**src/rtl/bmdma_pkg.sv**
```systemverilog
package bmdma_pkg;

    localparam int NCH        = 2;
    localparam int PTR_W      = 32;
    localparam int LEN_W      = 16;
    localparam int DESC_W     = 64;
    localparam int DESC_BYTES = 8;

    localparam logic [2:0] OFF_CMD  = 3'd0;
    localparam logic [2:0] OFF_STAT = 3'd2;

    localparam int ST_ACTIVE = 0;
    localparam int ST_ERROR  = 1;
    localparam int ST_IRQ    = 2;

    localparam logic [7:0] CMD_KEEP_MASK = 8'h09;

    typedef enum logic [1:0] {
        ENG_IDLE  = 2'd0,
        ENG_FETCH = 2'd1,
        ENG_HAND  = 2'd2
    } eng_state_e;

    typedef struct packed {
        logic             last;
        logic [LEN_W-1:0] len;
        logic [PTR_W-1:0] base;
    } desc_t;

    function automatic desc_t desc_unpack(input logic [DESC_W-1:0] w);
        desc_t d;
        d.base = w[PTR_W-1:0];
        d.len  = w[PTR_W +: LEN_W];
        d.last = w[DESC_W-1];
        return d;
    endfunction

    // Start byte plus length must stay inside the four pointer bytes.
    function automatic logic ptr_span_ok(input logic [1:0] first, input logic [1:0] sz);
        return ({1'b0, first} + {1'b0, sz}) <= 3'd3;
    endfunction

endpackage

```
**src/rtl/bmdma_arb.sv**
```systemverilog
module bmdma_arb #(
    parameter int NREQ = 2,
    parameter int AW   = 32
) (
    input  logic              clk,
    input  logic              rst,
    input  logic [NREQ-1:0]   req,
    input  logic [NREQ*AW-1:0] addr,
    output logic [NREQ-1:0]   gnt,
    output logic              mrd_req,
    output logic [AW-1:0]     mrd_addr,
    input  logic              mrd_gnt
);
    localparam int SW = (NREQ > 1) ? $clog2(NREQ) : 1;

    logic [SW-1:0] own_q, pick, sel;
    logic          lock_q;

    // Lowest index wins among new requests.
    always_comb begin
        pick = '0;
        for (int i = NREQ - 1; i >= 0; i--) begin
            if (req[i]) pick = SW'(i);
        end
    end

    assign sel      = lock_q ? own_q : pick;
    assign mrd_req  = req[sel];
    assign mrd_addr = addr[sel*AW +: AW];

    always_comb begin
        gnt      = '0;
        gnt[sel] = mrd_gnt && req[sel];
    end

    always_ff @(posedge clk) begin
        if (rst) begin
            lock_q <= 1'b0;
            own_q  <= '0;
        end else begin
            lock_q <= mrd_req && !mrd_gnt;
            own_q  <= sel;
        end
    end

    AST_OWNER_HELD: assert property (@(posedge clk) disable iff (rst)
        (mrd_req && !mrd_gnt) |=> (!mrd_req || sel == $past(sel)));

    AST_ONE_GRANT: assert property (@(posedge clk) disable iff (rst)
        $onehot0(gnt) && (!(|gnt) || mrd_req));

endmodule

```
**src/rtl/bmdma_chan.sv**
```systemverilog
module bmdma_chan
    import bmdma_pkg::*;
#(
    parameter int IDX_W = 13
) (
    input  logic              clk,
    input  logic              rst,
    input  logic              wr_en,
    input  logic [2:0]        off,
    input  logic [1:0]        size,
    input  logic [31:0]       wdata,
    output logic [31:0]       rdata,
    output logic              err,
    output logic              mem_req,
    output logic [PTR_W-1:0]  mem_addr,
    input  logic              mem_gnt,
    input  logic [DESC_W-1:0] mem_data,
    output logic              rgn_valid,
    input  logic              rgn_ready,
    output logic [PTR_W-1:0]  rgn_addr,
    output logic [LEN_W-1:0]  rgn_len,
    output logic              rgn_to_mem,
    output logic              rgn_last
);
    localparam int PAD_W = PTR_W - IDX_W - $clog2(DESC_BYTES);

    logic [7:0]       cmd_q, stat_q;
    logic [PTR_W-1:0] ptr_q, ptr_nx;
    logic [IDX_W-1:0] idx_q;
    eng_state_e       st_q;
    desc_t            desc_q;

    int   pb_i, sz_i;
    logic is_ptr, cmd_wr, stat_wr, ptr_wr, abort;

    assign pb_i   = int'(off[1:0]);
    assign sz_i   = int'(size);
    assign is_ptr = off[2];

    assign err = ((off == OFF_STAT) && (size != 2'd0)) ||
                 (is_ptr && !ptr_span_ok(off[1:0], size));

    assign cmd_wr  = wr_en && (off == OFF_CMD);
    assign stat_wr = wr_en && (off == OFF_STAT) && !err;
    assign ptr_wr  = wr_en && is_ptr && !err;
    assign abort   = cmd_wr && !wdata[0];

    // Read mux.
    always_comb begin
        rdata = '0;
        if (!err) begin
            if (is_ptr) begin
                for (int j = 0; j < 4; j++) begin
                    if (j <= sz_i && (pb_i + j) < 4) rdata[8*j +: 8] = ptr_q[8*(pb_i+j) +: 8];
                end
            end else if (off == OFF_CMD) begin
                rdata[7:0] = cmd_q;
            end else if (off == OFF_STAT) begin
                rdata[7:0] = stat_q;
            end
        end
    end

    // Byte-wise pointer merge.
    always_comb begin
        ptr_nx = ptr_q;
        for (int k = 0; k < 4; k++) begin
            if (k >= pb_i && k <= pb_i + sz_i) ptr_nx[8*k +: 8] = wdata[8*(k-pb_i) +: 8];
        end
    end

    always_ff @(posedge clk) begin
        if (rst) begin
            cmd_q  <= '0;
            stat_q <= '0;
            ptr_q  <= '0;
            idx_q  <= '0;
            st_q   <= ENG_IDLE;
            desc_q <= '0;
        end else begin
            if (ptr_wr)  ptr_q  <= ptr_nx;
            if (stat_wr) stat_q <= wdata[7:0];
            if (cmd_wr) begin
                if (wdata[0]) begin
                    cmd_q             <= wdata[7:0] & CMD_KEEP_MASK;
                    stat_q[ST_ACTIVE] <= 1'b1;
                    if (st_q == ENG_IDLE) st_q <= ENG_FETCH;
                end else begin
                    cmd_q <= wdata[7:0];
                    idx_q <= '0;
                    st_q  <= ENG_IDLE;
                end
            end
            if (!abort) begin
                case (st_q)
                    ENG_FETCH: begin
                        if (mem_gnt) begin
                            desc_q <= desc_unpack(mem_data);
                            st_q   <= ENG_HAND;
                        end
                    end
                    ENG_HAND: begin
                        if (rgn_ready) begin
                            if (desc_q.last) begin
                                stat_q[ST_ACTIVE] <= 1'b0;
                                stat_q[ST_ERROR]  <= 1'b0;
                                stat_q[ST_IRQ]    <= 1'b1;
                                st_q              <= ENG_IDLE;
                            end else begin
                                idx_q <= idx_q + 1'b1;
                                st_q  <= ENG_FETCH;
                            end
                        end
                    end
                    default: ;
                endcase
            end
        end
    end

    assign mem_req    = (st_q == ENG_FETCH);
    assign mem_addr   = ptr_q + {{PAD_W{1'b0}}, idx_q, 3'b000};
    assign rgn_valid  = (st_q == ENG_HAND);
    assign rgn_addr   = desc_q.base;
    assign rgn_len    = desc_q.len;
    assign rgn_last   = desc_q.last;
    assign rgn_to_mem = cmd_q[3];

    AST_FETCH_HOLD: assert property (@(posedge clk) disable iff (rst)
        (mem_req && !mem_gnt && !wr_en) |=> (mem_req && $stable(mem_addr)));

    AST_EOT_STATUS: assert property (@(posedge clk) disable iff (rst)
        (rgn_valid && rgn_ready && rgn_last && !wr_en) |=>
        (!stat_q[ST_ACTIVE] && !stat_q[ST_ERROR] && stat_q[ST_IRQ] && !rgn_valid));

    AST_START_ACTIVE: assert property (@(posedge clk) disable iff (rst)
        (cmd_wr && wdata[0] && !(rgn_valid && rgn_ready)) |=>
        (stat_q[ST_ACTIVE] && cmd_q[0] && (mem_req || rgn_valid)));

    AST_ABORT_IDLE: assert property (@(posedge clk) disable iff (rst)
        abort |=> (!mem_req && !rgn_valid));

    AST_NEXT_ENTRY: assert property (@(posedge clk) disable iff (rst)
        (rgn_valid && rgn_ready && !rgn_last && !wr_en) |=>
        (mem_req && mem_addr == $past(mem_addr) + PTR_W'(DESC_BYTES)));

endmodule

```
**src/rtl/bmdma_regfile.sv**
```systemverilog
module bmdma_regfile
    import bmdma_pkg::*;
#(
    parameter int IDX_W = 13
) (
    input  logic                 clk,
    input  logic                 rst,
    input  logic                 acc_valid,
    input  logic                 acc_write,
    input  logic [3:0]           acc_addr,
    input  logic [1:0]           acc_size,
    input  logic [31:0]          acc_wdata,
    output logic [31:0]          acc_rdata,
    output logic                 acc_err,
    output logic                 mrd_req,
    output logic [PTR_W-1:0]     mrd_addr,
    input  logic                 mrd_gnt,
    input  logic [DESC_W-1:0]    mrd_data,
    output logic [NCH-1:0]       rgn_valid,
    input  logic [NCH-1:0]       rgn_ready,
    output logic [NCH*PTR_W-1:0] rgn_addr,
    output logic [NCH*LEN_W-1:0] rgn_len,
    output logic [NCH-1:0]       rgn_to_mem,
    output logic [NCH-1:0]       rgn_last
);
    logic [31:0]          ch_rdata [NCH];
    logic [NCH-1:0]       ch_err;
    logic [NCH-1:0]       ch_req, ch_gnt;
    logic [NCH*PTR_W-1:0] ch_addr;
    logic                 chan_sel;

    assign chan_sel = acc_addr[3];

    for (genvar c = 0; c < NCH; c++) begin : g_chan
        logic wr_c;
        assign wr_c = acc_valid && acc_write && (chan_sel == c[0]);

        bmdma_chan #(.IDX_W(IDX_W)) u_chan (
            .clk        (clk),
            .rst        (rst),
            .wr_en      (wr_c),
            .off        (acc_addr[2:0]),
            .size       (acc_size),
            .wdata      (acc_wdata),
            .rdata      (ch_rdata[c]),
            .err        (ch_err[c]),
            .mem_req    (ch_req[c]),
            .mem_addr   (ch_addr[c*PTR_W +: PTR_W]),
            .mem_gnt    (ch_gnt[c]),
            .mem_data   (mrd_data),
            .rgn_valid  (rgn_valid[c]),
            .rgn_ready  (rgn_ready[c]),
            .rgn_addr   (rgn_addr[c*PTR_W +: PTR_W]),
            .rgn_len    (rgn_len[c*LEN_W +: LEN_W]),
            .rgn_to_mem (rgn_to_mem[c]),
            .rgn_last   (rgn_last[c])
        );
    end

    bmdma_arb #(.NREQ(NCH), .AW(PTR_W)) u_arb (
        .clk      (clk),
        .rst      (rst),
        .req      (ch_req),
        .addr     (ch_addr),
        .gnt      (ch_gnt),
        .mrd_req  (mrd_req),
        .mrd_addr (mrd_addr),
        .mrd_gnt  (mrd_gnt)
    );

    always_ff @(posedge clk) begin
        if (rst) begin
            acc_rdata <= '0;
            acc_err   <= 1'b0;
        end else if (acc_valid) begin
            acc_err   <= ch_err[chan_sel];
            acc_rdata <= acc_write ? 32'd0 : ch_rdata[chan_sel];
        end
    end

    AST_PTR_OVERRUN: assert property (@(posedge clk) disable iff (rst)
        (acc_valid && acc_addr[2] && !ptr_span_ok(acc_addr[1:0], acc_size)) |=>
        (acc_err && acc_rdata == 32'd0));

    AST_STAT_WIDTH: assert property (@(posedge clk) disable iff (rst)
        (acc_valid && acc_addr[2:0] == OFF_STAT && acc_size != 2'd0) |=>
        (acc_err && acc_rdata == 32'd0));

    AST_HOLE_QUIET: assert property (@(posedge clk) disable iff (rst)
        (acc_valid && (acc_addr[2:0] == 3'd1 || acc_addr[2:0] == 3'd3)) |=>
        (!acc_err && acc_rdata == 32'd0));

endmodule

```
**config.mk**
```make
export PLATFORM = sky130hd
export DESIGN_NAME = bmdma_regfile
export DESIGN_NICKNAME = d
export VERILOG_FILES = /design/src/rtl/bmdma_pkg.sv /design/src/rtl/bmdma_arb.sv /design/src/rtl/bmdma_chan.sv /design/src/rtl/bmdma_regfile.sv
export SDC_FILE = /design/constraint.sdc
export NUM_CORES = 1
export LEC_CHECK = 0
export BUFFER_PORTS_ARGS = -buffer_cell sky130_fd_sc_hd__buf_4
export CELL_PAD_IN_SITES_DETAIL_PLACEMENT = 1
export CELL_PAD_IN_SITES_GLOBAL_PLACEMENT = 1
export CORE_MARGIN = 5
export CORE_UTILIZATION = 41
export DETAILED_ROUTE_END_ITERATION = 10
export GPL_ROUTABILITY_DRIVEN = 1
export HOLD_SLACK_MARGIN = 0.06
export PLACE_DENSITY_LB_ADDON = 0.1
export RECOVER_POWER = 50
export SYNTH_ARGS = -nofsm -noshare
export SYNTH_HDL_FRONTEND = slang
export SYNTH_SLANG_ARGS = --single-unit
```
**constraint.sdc**
```tcl
create_clock -name clk -period 3.6 [get_ports clk]
set_clock_uncertainty 0.2 [all_clocks]
set_input_delay 0.36 -clock clk [delete_from_list [all_inputs] [get_ports clk]]
set_output_delay 0.36 -clock clk [all_outputs]
set_load 0.005 [all_outputs]
```
### Yosys cells after proc, flatten, opt, wreduce, memory -nomap -nowiden

Index checks and enable logic that the tools add are counted.

| word-level totals | value |
|---|---|
| input bits | 109 |
| register bits after elaboration | 259 |
| word-level logic and storage cells | 205 |
| output and inout bits | 168 |

| operators by class | value |
|---|---|
| reductions and logical operators | 47 |
| add/sub/neg operators | 13 |
| magnitude comparators | 21 |
| muxes and demuxes | 73 |
| equality and inequality tests | 5 |
| bitwise logic cells | 5 |
| shifts and indexed selects | 13 |

Operator list:

| operator | count |
|---|---|
| 32-bit two-way mux | 6 |
| 32-bit by 32-bit indexed part select with 8-bit output | 6 |
| 32-bit by 6-bit indexed part select with 8-bit output | 6 |
| 13-bit two-way mux | 12 |
| 8-bit two-way mux | 15 |
| 32-bit by 4-bit less-than comparator with 1-bit output (second input constant) | 3 |
| 32-bit by 16-bit adder with 32-bit output | 2 |
| 3-bit by 32-bit less-or-equal comparator with 1-bit output (first input constant) | 2 |
| 64-bit by 7-bit indexed part select with 32-bit output | 1 |
| 24-bit two-way mux | 2 |
| 1-bit by 32-bit less-or-equal comparator with 1-bit output (first input constant) | 1 |
| 2-bit by 32-bit less-or-equal comparator with 1-bit output (first input constant) | 1 |
| 3-bit two-way mux | 10 |
| 1-bit logical AND | 28 |
| 13-bit by 1-bit adder with 13-bit output (second input constant) | 2 |
| 2-bit two-way mux | 12 |
| 2-bit AND reduction | 8 |
| 1-bit two-way mux | 13 |
| 2-bit case mux with 2 select lines | 2 |
| 2-bit by 2-bit adder with 3-bit output | 2 |
| 2-bit by 2-bit adder with 3-bit output (second input constant) | 2 |
| 3-bit AND reduction | 2 |
| 1-bit by 2-bit subtractor with 3-bit output (first input constant) | 2 |
| 2-bit by 2-bit subtractor with 3-bit output (first input constant) | 2 |
| other kinds (22) | 35 |

### Longest topological paths before layout

Gate-level depths: netlist of the first run.

| logic depth | value |
|---|---|
| depth after elaboration | 14 |
| gate-level depth with buffers | 14 |
| gate-level depth less buffers | 10 |

### Modules after synthesis

Synthesis of the first run repeated with hierarchy kept, for this count alone.

| second synthesis, totals | value |
|---|---|
| cells, all modules | 1,879 |
| area total of the unflattened synthesis | 15,413.5 µm² |

Modules (own cells, without submodules):

| module | times used | cells each | sequential area each (µm²) | area each (µm²) |
|---|---|---|---|---|
| bmdma_chan (g_chan[1].u_chan) | 1 | 857 | 2,242.2 | 6,666.4 |
| bmdma_chan (g_chan[0].u_chan) | 1 | 858 | 2,242.2 | 6,632.6 |
| bmdma_regfile | 1 | 116 | 660.6 | 1,460.2 |
| bmdma_arb | 1 | 48 | 40.0 | 654.4 |

### Worst setup path after synthesis of the first run

Ideal clock, no wire load.

| timing path | value |
|---|---|
| path kind | register to output |
| start point | register g_chan[1].u_chan.idx_q[0] |
| end point | output mrd_addr[23] |
| buffers on the path | 0 |
| required time | 3.040 ns |
| stages on the path, launching flop included | 11 |
| arrival | 2.305 ns |
| slack | 0.735 ns |
| cells stage by stage | dfxtp_1 ha_1 inv_1 fa_1 nand2b_1 a21oi_1 nor2_1 o31ai_4 nand4_1 xor2_1 a21oi_1 |

| on the way | value |
|---|---|
| longest elaborated chain between the ends | 2 |

Ends and longest elaborated chain:

| element | line | source |
|---|---|---|
| from (decl) | bmdma_chan.sv:29 | `logic [IDX_W-1:0] idx_q;` |
| from (signal assigned) | bmdma_chan.sv:110 | `idx_q <= idx_q + 1'b1;` |
| 32-bit by 16-bit adder with 32-bit output | bmdma_chan.sv:122 | `assign mem_addr = ptr_q + {{PAD_W{1'b0}}, idx_q, 3'b000};` |
| 64-bit by 7-bit indexed part select with 32-bit output | bmdma_arb.sv:29 | `assign mrd_addr = addr[sel*AW +: AW];` |
| to (decl) | bmdma_regfile.sv:16 | `output logic [PTR_W-1:0] mrd_addr,` |

Every way passes these cells.

### Worst setup path after layout of the first run

Ends and elaborated chain as after synthesis.

==> summary.md, run 1 <==
| Metric | Value |
|---|---|
| Count of fill cells added during filler insertion | 4027 |
| Clock latency reported for the late side of the worst-skew pair | 0.56 ns |
| Final count of negative-setup-slack endpoints | 0 |
| Post-layout minimum cycle time | 3.46 ns |
| Cells taking the most area after synthesis | sky130_fd_sc_hd__dfxtp_1, sky130_fd_sc_hd__nand2_1, sky130_fd_sc_hd__a21oi_1 |
| Final-stage net count | 2138 |
| Placer Congestion | 0.866 |
| Maximum number of pins on one net before global-route repair | 69 |
| Violated checks | capacitance limit, slew limit |
| Initial Utilization | 41.4% |
| Crit share post-route | 96.2% |
| Placement Rows | 67 |
| Post-synthesis to final-layout area growth | 28.9% |
| Total area of multi-input combinational cells | 8160 um2 |
| Number of instances in the synthesized netlist | 1697 |
| Vias after detailed routing | 13200 |
| Wire length of the first global-routing pass | 76300 um |
| Cell depth of the worst hold path | 3 |
| DRC violations left | 0 |
| Run status | complete, but fails checks |
| Hold path start | acc_wdata[0] |
| PnR worst setup slack | 0.138 ns |
| HPWL after detailed placement | 34600 um |
| Commonest register cell after synthesis | sky130_fd_sc_hd__dfxtp_1 |
| Initial antenna violation count | 0 |
| Leakage power | 0.00703 uW |
| Total GRT Usage | 24.5% |
| Register area | 5200 um2 |
| Post-synthesis sequential area ratio | 37.6% |
| Number of synthesis warnings | 0 |
| PortBufs | 261 |
| Clock transition at the register clock pins on the worst setup and hold paths after CTS | 0.06 ns |
| Data arrival time of the critical path | 2.90 ns |
| TritonCTS clock tree | built |
| Worst-path maximum fanout | 8 |
| Clock tree root driver cell | sky130_fd_sc_hd__clkbuf_16 |
| Synth unique cells | 70 |
| Post-DR wirelength/cell | 19.5 um |
| Avg Cell Area, Syn | 8.13 um2 |
| Worst Setup Path Type | register to primary output |
| Final-report max-slew violation count | 40 |
| Remaining number of nets flagged by the antenna check after routing | 0 |
| 1st-pass router iterations | 5 |
| Slew at the pin with the worst max-slew slack | 1.92 ns |
| Final design utilization | 53.3% |
| Worst setup SP type | register |
| Library cell contributing the largest single delay on the critical path | sky130_fd_sc_hd__dfxtp_4 |
| Required time at the endpoint of the critical path | 3.04 ns |
| Final hold viol count | 0 |
| Residual overflow from global routing | 0 |
| Reg-to-Reg Start | g_chan[1].u_chan.st_q[1]$_SDFF_PP0_ |
| Post-synth EDFFs | 0 |
| Floorplan die width | 193 um |
| Synth top cells by count | sky130_fd_sc_hd__nand2_1, sky130_fd_sc_hd__dfxtp_1, sky130_fd_sc_hd__a21oi_1, sky130_fd_sc_hd__nor2_1, sky130_fd_sc_hd__mux2i_1 |
| Portion of synthesized cell area occupied by the leading cell type | 37.6% |
| Unrepaired setup endpoints after global routing | yes |
| CTS H-tree depth | 1 |
| Die Height | 193 um |
| Synthesized netlist net count | 1850 |
| Proportion of layout cells with a drive suffix above 1 | 18.2% |
| Sort of element at the end of the critical path | primary output |
| Clock tree sinks | 259 |
| Max-Slew Margin vs Limit | -28.1% |
| Detailed-route vias per instance | 5.38 |
| Cell area power density | 373 nW/um2 |
| CP cell instances | ha_4 > inv_1 > fa_2 > nand2b_4 > a21oi_4 > nor2_4 > o31ai_4 > buf_12 > nand4_1 > xor2_1 > a21oi_1 > buf_4 |
| Clock Path Buffers | 3 |
| Most area-hungry cell type in the Yosys netlist | sky130_fd_sc_hd__dfxtp_1 |
| Max-cap check violation count | 1 |
| Antenna diode instance count | 0 |
| Number of top-level design ports | 277 |
| Core region area | 33400 um2 |
| IR Drop Worst-Case VDD | 0.000296 V |
| Total die area | 37400 um2 |
| Critical Path Max Stage Delay | 0.37 ns |
| Share of async-settable or async-resettable flops after synthesis | 0% |
| Maximum operating frequency | 289 MHz |
| Beginning of the critical path | g_chan[1].u_chan.idx_q[0]$_SDFF_PP0_ |
| Number of synthesized register bits | 259 |
| Most common cell in the netlist | sky130_fd_sc_hd__nand2_1 |
| Final wirelength | 48000 um |
| Starting DRC count in detailed routing | 708 |
| Min-delay worst type | input pin to register |
| Number of buffers inserted during clock tree synthesis | 30 |
| Cells on worst reg2reg path | 10 |
| Number of global-route vias before repair | 13600 |
| Cell area after synthesis | 13800 um2 |
| Pre-CTS worst setup slack | 0.154 ns |
-- sequential cells by signal, summed over array words and instances (netlist names), 4 cells and up --
register	count
g_chan.u_chan.ptr_q	64
g_chan.u_chan.rgn_addr	64
acc_rdata	32
g_chan.u_chan.rgn_len	32
g_chan.u_chan.idx_q	26
g_chan.u_chan.cmd_q	16
g_chan.u_chan.stat_q	16
g_chan.u_chan.st_q	4
-- where the power goes --
group	internal, uW	leakage [uW]	switching, uW
Sequential	2880	0.00209	13.8
Combinational	254	0.00443	313
Clock	1930	0.000506	1240
Total	5060	0.00703	1570
-- routing by layer --
metal	GRT usage (%)	vias up	routed length, um
li1	-	6383	-
met1	30.5	6457	20300
met2	42.8	318	23500
met3	5.65	68	2970
met4	6.35	0	1290
met5	0.128	-	0
-- cell type report --
| type | instances | share of cell area, % |
|---|---|---|
| multi-input combinational | 1308 | 45.9 |
| sequential | 259 | 29.2 |
| timing repair buffer | 366 | 15.5 |
| clock buffer | 44 | 5.03 |
| tap | 448 | 3.15 |
| clock inverter | 12 | 0.802 |
| inverter | 20 | 0.422 |
-- repair_timing --
item                                    in CTS  in global routing
buffers inserted                             4                  9
resized for setup                           15                 17
hold buffers                                66                  0
endpoints found under the setup margin      10                 16
pin swaps                                    4                 10
hold endpoints to repair                   146                  0
-- cells by family (layout without fill, tap and decap cells) --
| logic type | count (synthesis) | count (layout) | synth area share [%] |
|---|---|---|---|
| simple gates | 715 | 715 | 23.0 |
| compound gates | 343 | 343 | 14.4 |
| flops | 259 | 259 | 37.6 |
| mux | 137 | 137 | 12.2 |
| buf+inv | 130 | 442 | 4.33 |
| xor+xnor | 69 | 69 | 4.38 |
| fa+ha+maj | 44 | 44 | 4.15 |
-- worst max-delay path: cells and delay by family, from the launching register on --
family | cells | cell delay [ns]
flip-flops | 1 | 0.37
adder cells (fa/ha/maj) | 2 | 0.49
buffers and inverters | 3 | 0.35
AND/OR/NAND/NOR | 3 | 0.34
AO/OA/AOI/OAI | 3 | 0.62
XOR/XNOR | 1 | 0.16
-- path summary, 6_finish.rpt --
path | endpoint | slack [ns]
worst max-delay path | mrd_addr[23] | 0.14
worst min-delay path | g_chan[0].u_chan.stat_q[0]$_SDFF_PP0_ | 0.08
worst max register to register | g_chan[1].u_chan.rgn_len[11]$_SDFFE_PP0P_ | 0.61
worst min register to register | g_chan[0].u_chan.rgn_addr[16]$_SDFFE_PP0P_ | 0.25
-- cell usage in the layout (no fill, tap or decap), types with 6 or more instances in the layout --
cell and n:
sky130_fd_sc_hd__dfxtp_1 255, sky130_fd_sc_hd__or3_1 7, sky130_fd_sc_hd__inv_1 20, sky130_fd_sc_hd__dlygate4sd3_1 66, sky130_fd_sc_hd__ha_1 36, sky130_fd_sc_hd__xor2_1 41, sky130_fd_sc_hd__clkbuf_1 67, sky130_fd_sc_hd__nand3_1 35
sky130_fd_sc_hd__nor2b_1 42, sky130_fd_sc_hd__a211oi_1 17, sky130_fd_sc_hd__clkbuf_8 7, sky130_fd_sc_hd__mux2_2 9, sky130_fd_sc_hd__nand2b_1 29, sky130_fd_sc_hd__mux4_2 24, sky130_fd_sc_hd__xnor2_1 28, sky130_fd_sc_hd__clkinv_2 6
sky130_fd_sc_hd__a21oi_1 216, sky130_fd_sc_hd__a21o_1 8, sky130_fd_sc_hd__nand2_1 336, sky130_fd_sc_hd__mux2i_1 104, sky130_fd_sc_hd__o211ai_1 6, sky130_fd_sc_hd__o21ai_0 46, sky130_fd_sc_hd__and3_1 16, sky130_fd_sc_hd__o22ai_1 9
sky130_fd_sc_hd__nor2_1 196, sky130_fd_sc_hd__buf_4 152, sky130_fd_sc_hd__nor3_1 8, sky130_fd_sc_hd__nand4_1 12, sky130_fd_sc_hd__clkbuf_16 31, sky130_fd_sc_hd__clkbuf_4 78, sky130_fd_sc_hd__o311ai_0 8
-- metrics by stage --
step | hold WS (ns) | TNS [ns] | std cells | power, uW | area, um2
5_1_grt | 0.0880 | -0.0199 | 2457 | 6880 | 17800
2_1_floorplan | 0.235 | 0 | 1697 | 3240 | 13800
3_5_place_dp | 0.249 | 0 | 2322 | 3470 | 16100
6_report | 0.0757 | 0 | 2457 | 6630 | 17800
3_3_place_gp | 0.242 | 0 | 2322 | 3460 | 16100
4_1_cts | 0.0628 | 0 | 2448 | 6710 | 17900
Power figures use the tool's default switching activity.
==> run 2: changes to the inputs <==
--- a/config.mk
+++ b/config.mk
@@ -6,7 +6,7 @@
 export NUM_CORES = 1
 export LEC_CHECK = 0
 export BUFFER_PORTS_ARGS = -buffer_cell sky130_fd_sc_hd__buf_4
-export CELL_PAD_IN_SITES_DETAIL_PLACEMENT = 1
+export CELL_PAD_IN_SITES_DETAIL_PLACEMENT = 0
 export CELL_PAD_IN_SITES_GLOBAL_PLACEMENT = 1
 export CORE_MARGIN = 5
 export CORE_UTILIZATION = 41
==> summary.md, run 2 (synthesis gave the netlist of run 1 again) <==
| Metric | Value |
|---|---|
| Initial Utilization | 41.4% |
| Clk pwr share | 47.6% |
| Reg-to-Reg Start | g_chan[1].u_chan.st_q[1]$_SDFF_PP0_ |
| Wire length of the first global-routing pass | 69500 um |
| Final-stage net count | 2130 |
| Unrepaired setup endpoints after global routing | no |
| Setup slack of the most critical reg-to-reg path | 1.17 ns |
| Final wirelength | 44000 um |
| Pre-CTS worst setup slack | 0.228 ns |
| Sort of element at the end of the critical path | primary output |
| Clock Path Buffers | 3 |
| Final count of negative-setup-slack endpoints | 0 |
| Clock tree root driver cell | sky130_fd_sc_hd__clkbuf_16 |
| Clock latency reported for the late side of the worst-skew pair | 0.55 ns |
| Detailed-route vias per instance | 5.20 |
| Leakage power | 0.00701 uW |
| Flop pwr share | 44.0% |
| Reported net switching power | 1540 uW |
| Placer Congestion | 0.866 |
| Final-report max-slew violation count | 43 |
| Max-cap check violation count | 1 |
| Residual overflow from global routing | 0 |
| Total area of multi-input combinational cells | 8130 um2 |
| Number of global-route vias before repair | 12400 |
| Worst-path maximum fanout | 8 |
| Switching part of the total | 23.4% |
| Slew at the pin with the worst max-slew slack | 1.90 ns |
| Post-layout minimum cycle time | 3.46 ns |
| Post-route cell area | 17700 um2 |
| Vias after detailed routing | 12700 |
| Antenna diode instance count | 0 |
| Placement Rows | 67 |
| IR Drop Worst-Case VDD | 0.000352 V |
| Register area | 5200 um2 |
| Min-delay worst type | input pin to register |
| Max-Slew Margin vs Limit | -26.7% |
| Maximum number of pins on one net before global-route repair | 69 |
| Total die area | 37400 um2 |
| Required time at the endpoint of the critical path | 3.04 ns |
| Leading cell type in the layout, fill and taps excluded | sky130_fd_sc_hd__nand2_1 |
| Remaining number of nets flagged by the antenna check after routing | 0 |
| Number of buffers inserted during clock tree synthesis | 30 |
| Post-synthesis to final-layout area growth | 28.2% |
| Post-DR wirelength/cell | 18.0 um |
| Beginning of the critical path | g_chan[1].u_chan.ptr_q[5]$_SDFFE_PP0P_ |
| Cells on worst reg2reg path | 9 |
| Crit share post-route | 96.1% |
| 1st-pass router iterations | 6 |
| Data arrival time of the critical path | 2.90 ns |
| Die Height | 193 um |
| DRC violations left | 0 |
| Core region area | 33400 um2 |
| Starting DRC count in detailed routing | 664 |
| CTS H-tree depth | 1 |
| HPWL after detailed placement | 32000 um |
| PnR worst setup slack | 0.139 ns |
| Run status | complete, but fails checks |
| TritonCTS clock tree | built |
| Combinational share of power | 8.4% |
| Layout Cells excl Fill | 2448 |
| Internal | 5040 uW |
| Count of fill cells added during filler insertion | 3292 |
| Worst setup SP type | register |
| Proportion of layout cells with a drive suffix above 1 | 18.2% |
| PortBufs | 261 |
| Floorplan die width | 193 um |
| Cells after DPL | 2322 |
| Cell area power density | 372 nW/um2 |
| Maximum operating frequency | 289 MHz |
| Total GRT Usage | 22.4% |
| Most frequent cells in the layout | sky130_fd_sc_hd__nand2_1, sky130_fd_sc_hd__dfxtp_1, sky130_fd_sc_hd__a21oi_1 |
| Capturing element of the worst setup path | mrd_addr[26] |
| Clock tree sinks | 259 |
| Number of top-level design ports | 277 |
| Final hold viol count | 0 |
| Crit Reg-Reg Endpoint | g_chan[1].u_chan.rgn_addr[23]$_SDFFE_PP0P_ |
| Clock transition at the register clock pins on the worst setup and hold paths after CTS | 0.06 ns |
| Initial antenna violation count | 0 |
| Worst Setup Path Type | register to primary output |
| Setup TNS | 0 ns |
| Violated checks | capacitance limit, slew limit |
| Placed Instance Area | 16100 um2 |
[run 2: changes by cell type in the layout (fill, tap and decap cells not counted), moves of 3 or more]
cell	delta
sky130_fd_sc_hd__clkbuf_4	+10
sky130_fd_sc_hd__buf_4	-8
sky130_fd_sc_hd__clkbuf_1	-7
sky130_fd_sc_hd__clkbuf_8	+3
sky130_fd_sc_hd__dlygate4sd3_1	-3
[run 2: what timing repair did]
action	4_1_cts	5_1_grt
resized for setup	12	17
setup buffers	4	4
cloned	0	0
endpoints found under the setup margin	10	16
hold buffers	63	0
pin swaps	4	11
hold endpoints to repair	146	0
[run 2: worst max-delay path, cell delays in order, from the launching register on]
cell and delay [ns]:
sky130_fd_sc_hd__dfxtp_1 0.35, sky130_fd_sc_hd__ha_1 0.39, sky130_fd_sc_hd__o211ai_1 0.12, sky130_fd_sc_hd__o21ai_2 0.26, sky130_fd_sc_hd__o2111ai_2 0.24, sky130_fd_sc_hd__a31oi_4 0.25
sky130_fd_sc_hd__buf_12 0.15, sky130_fd_sc_hd__nand4_1 0.11, sky130_fd_sc_hd__xor2_1 0.16, sky130_fd_sc_hd__mux2i_1 0.17, sky130_fd_sc_hd__buf_4 0.14
[run 2: per-layer routing]
metal / part of all wire (%) / GRT usage [%] / up-vias
met4: 2.1 / 4.48 / 0
met2: 48 / 38.1 / 347
met1: 43 / 29.3 / 5979
li1: - / - / 6350
met3: 6.9 / 4.99 / 55
met5: 0 / 0 / -
[run 2: how the worst min path moves through the flow]
stage	end	startpoint	cells after the start	slack [ns]
6_report	acc_err$_SDFFE_PP0P_	acc_valid	3	0.09
5_1_grt	acc_err$_SDFFE_PP0P_	acc_valid	3	0.11
4_1_cts	acc_err$_SDFFE_PP0P_	acc_valid	3	0.06
3_5_place_dp	g_chan[0].u_chan.rgn_addr[31]$_SDFFE_PP0P_	g_chan[0].u_chan.rgn_addr[31]$_SDFFE_PP0P_	2	0.25
3_3_place_gp	g_chan[0].u_chan.rgn_addr[11]$_SDFFE_PP0P_	g_chan[0].u_chan.rgn_addr[11]$_SDFFE_PP0P_	2	0.24
2_1_floorplan	g_chan[0].u_chan.stat_q[1]$_SDFF_PP0_	g_chan[0].u_chan.stat_q[1]$_SDFF_PP0_	2	0.23
[run 2: layout make-up]
type                       instances  share of cell area [%]
multi-input combinational       1308                    45.9
inverter                          20                   0.424
sequential                       259                    29.4
tap                              448                    3.17
clock inverter                    11                   0.643
timing repair buffer             358                    15.2
clock buffer                      44                    5.23
[run 2: per-stage QoR]
stage               hold WS (ns)  power, uW  util (%)
finish                    0.0882       6580      53.0
global route               0.105       6840      53.0
CTS                       0.0631       6670      53.5
detailed placement         0.247       3460      48.2
global placement           0.242       3460      48.2
floorplan                  0.235       3240         -
[run 2: power by group through the flow]
| stage | sequential (uW) | clock [uW] | combinational, uW |
|---|---|---|---|
| 3_5_place_dp | 2960 | 0 | 503 |
| 5_1_grt | 2890 | 3340 | 601 |
| 6_report | 2890 | 3130 | 555 |
| 3_3_place_gp | 2960 | 0 | 502 |
| 4_1_cts | 2890 | 3210 | 562 |
| 2_1_floorplan | 2950 | 0 | 283 |
==> run 3: changes to the inputs <==
--- a/config.mk
+++ b/config.mk
@@ -15,6 +15,7 @@
 export HOLD_SLACK_MARGIN = 0.06
 export PLACE_DENSITY_LB_ADDON = 0.1
 export RECOVER_POWER = 50
+export REMOVE_ABC_BUFFERS = 1
 export SYNTH_ARGS = -nofsm -noshare
 export SYNTH_HDL_FRONTEND = slang
 export SYNTH_SLANG_ARGS = --single-unit
==> summary.md, run 3 (synthesis gave the netlist of run 1 again) <==
| Metric | Value |
|---|---|
| Total die area | 37400 um2 |
| Library cell contributing the largest single delay on the critical path | sky130_fd_sc_hd__fa_2 |
| Slew at the pin with the worst max-slew slack | 1.15 ns |
| CP cell instances | ha_4 > inv_1 > fa_2 > nand2b_4 > a21oi_4 > o311ai_4 > o21ai_2 > buf_6 > a21oi_2 > o31a_1 > a21oi_2 > buf_4 |
| TritonCTS clock tree | built |
| CTS H-tree depth | 1 |
| Cell area power density | 377 nW/um2 |
| Hold path start | rst |
| Reported net switching power | 1530 uW |
| Crit-path most repeated cell | sky130_fd_sc_hd__a21oi_2 |
| Critical Path Max Stage Delay | 0.39 ns |
| PortBufs | 261 |
| Placement Rows | 67 |
| Critical path buffer and inverter count | 3 |
| Most frequent cells in the layout | sky130_fd_sc_hd__nand2_1, sky130_fd_sc_hd__dfxtp_1, sky130_fd_sc_hd__a21oi_1 |
| Clock tree sinks | 259 |
| Max-Slew Margin vs Limit | 23.5% |
| Post-layout minimum cycle time | 3.52 ns |
| Beginning of the critical path | g_chan[0].u_chan.ptr_q[3]$_SDFFE_PP0P_ |
| Internal | 5130 uW |
| Worst setup SP type | register |
| Pre-CTS worst setup slack | 0.329 ns |
| Crit path max-delay family | compound AO/OA/AOI/OAI gates |
| Clock latency reported for the late side of the worst-skew pair | 0.55 ns |
| Placer Congestion | 0.847 |
| Max-cap check violation count | 0 |
| HPWL after detailed placement | 31500 um |
| Min-delay worst type | input pin to register |
| Core region area | 33400 um2 |
| Unrepaired setup endpoints after global routing | yes |
| Final-report max-slew violation count | 0 |
| Worst Setup Path Type | register to primary output |
| Vias after detailed routing | 12800 |
| Proportion of layout cells with a drive suffix above 1 | 17.6% |
| Wire length of the first global-routing pass | 68700 um |
| Combinational share of power | 8.4% |
| Remaining number of nets flagged by the antenna check after routing | 0 |
| Detailed-route vias per instance | 5.22 |
| DRC violations left | 0 |
| Final design utilization | 52.9% |
| Total GRT Usage | 22.1% |
| Post-synthesis to final-layout area growth | 27.9% |
| Required time at the endpoint of the critical path | 3.04 ns |
| Die Height | 193 um |
| Floorplan die width | 193 um |
| Antenna diode instance count | 0 |
| Clk pwr share | 48.2% |
| Flop pwr share | 43.4% |
| Run status | finished, final reports clean |
| Residual overflow from global routing | 0 |
| Final worst hold slack | 0.0514 ns |
| Final-stage net count | 2131 |
| Number of buffers inserted during clock tree synthesis | 30 |
| Sort of element at the end of the critical path | primary output |
| Register area | 5190 um2 |
| Number of global-route vias before repair | 12400 |
| Clock transition at the register clock pins on the worst setup and hold paths after CTS | 0.06 ns |
| Crit share post-route | 97.7% |
| Clock tree root driver cell | sky130_fd_sc_hd__clkbuf_16 |
| Maximum operating frequency | 284 MHz |
| Placed Instance Area | 16100 um2 |
| Leading cell type in the layout, fill and taps excluded | sky130_fd_sc_hd__nand2_1 |
| Setup TNS | 0 ns |
| Switching part of the total | 22.9% |
| Initial antenna violation count | 0 |
| Worst-path maximum fanout | 5 |
| Number of top-level design ports | 277 |
| Clock Path Buffers | 3 |
| PnR worst setup slack | 0.0824 ns |
| Total area of multi-input combinational cells | 8130 um2 |
| Data arrival time of the critical path | 2.96 ns |
| Final wirelength | 43600 um |
| Final hold viol count | 0 |
| Reg-to-Reg Start | g_chan[0].u_chan.st_q[1]$_SDFF_PP0_ |
| Final count of negative-setup-slack endpoints | 0 |
| Starting DRC count in detailed routing | 726 |
| Count of fill cells added during filler insertion | 3331 |
| IR Drop Worst-Case VDD | 0.000419 V |
| Post-DR wirelength/cell | 17.8 um |
| Leakage power | 0.00698 uW |
| Initial Utilization | 41.4% |
| Post-route cell area | 17700 um2 |
| Maximum number of pins on one net before global-route repair | 75 |
| 1st-pass router iterations | 5 |
run 3: changes by cell type in the layout (fill, tap and decap cells not counted), sizes merged:
cell         delta
bufinv          +3
clkinv          -2
dlygate4sd3     -3
buf             +6
clkinvlp        -2
clkbuf          -3
run 3: layout make-up:
class / instances / share of cell area [%]
clock buffers: 43 / 4.88
clock inverters: 10 / 0.992
inverters: 20 / 0.425
multi-input cells: 1308 / 46.0
flip-flops and latches: 259 / 29.4
well taps: 448 / 3.17
repair buffers: 359 / 15.1
run 3: worst register-to-register path: stages, from the launching register on:
cell and delay, ns:
sky130_fd_sc_hd__dfxtp_1 0.35, sky130_fd_sc_hd__inv_1 0.07, sky130_fd_sc_hd__ha_1 0.21, sky130_fd_sc_hd__nor2_1 0.24, sky130_fd_sc_hd__a21boi_4 0.09, sky130_fd_sc_hd__buf_4 0.28
sky130_fd_sc_hd__or3_2 0.56, sky130_fd_sc_hd__buf_12 0.20, sky130_fd_sc_hd__nand2_1 0.14, sky130_fd_sc_hd__a21oi_1 0.06
run 3: through the flow:
step,total power [uW],cells
floorplan,3160,1587
global placement,3460,2328
detailed placement,3470,2328
CTS,6740,2445
global route,6900,2447
finish,6660,2447
run 3: per-layer routing:
layer / up-vias / global-route usage, % / wire [um]
met5: - / 0 / 0
met1: 5996 / 28.4 / 18800
met3: 63 / 5.29 / 3120
met4: 0 / 5.46 / 1070
met2: 351 / 37.5 / 20600
li1: 6355 / - / -
run 3: power by group through the flow:
stage | logic (uW) | registers (uW) | clock network, uW
finish | 559 | 2890 | 3210
global route | 600 | 2890 | 3410
CTS | 566 | 2890 | 3280
detailed placement | 510 | 2960 | 0
global placement | 507 | 2960 | 0
floorplan | 208 | 2950 | 0
run 3: repair_timing:
item	4_1_cts	5_1_grt
cloned	1	0
endpoints found under the hold margin	131	0
pin swaps	4	6
setup buffers	3	2
hold buffers	60	0
setup endpoints to repair	10	12
gates resized for setup	16	10
run 3: path summary, 6_finish.rpt:
path	slack, ns	to	cells past startpoint
worst min-delay path	0.05	g_chan[0].u_chan.rgn_addr[10]$_SDFFE_PP0P_	2
worst max-delay path	0.08	mrd_addr[17]	12
worst max register to register	1.07	g_chan[1].u_chan.rgn_len[13]$_SDFFE_PP0P_	9
worst min register to register	0.25	g_chan[1].u_chan.rgn_addr[2]$_SDFFE_PP0P_	2
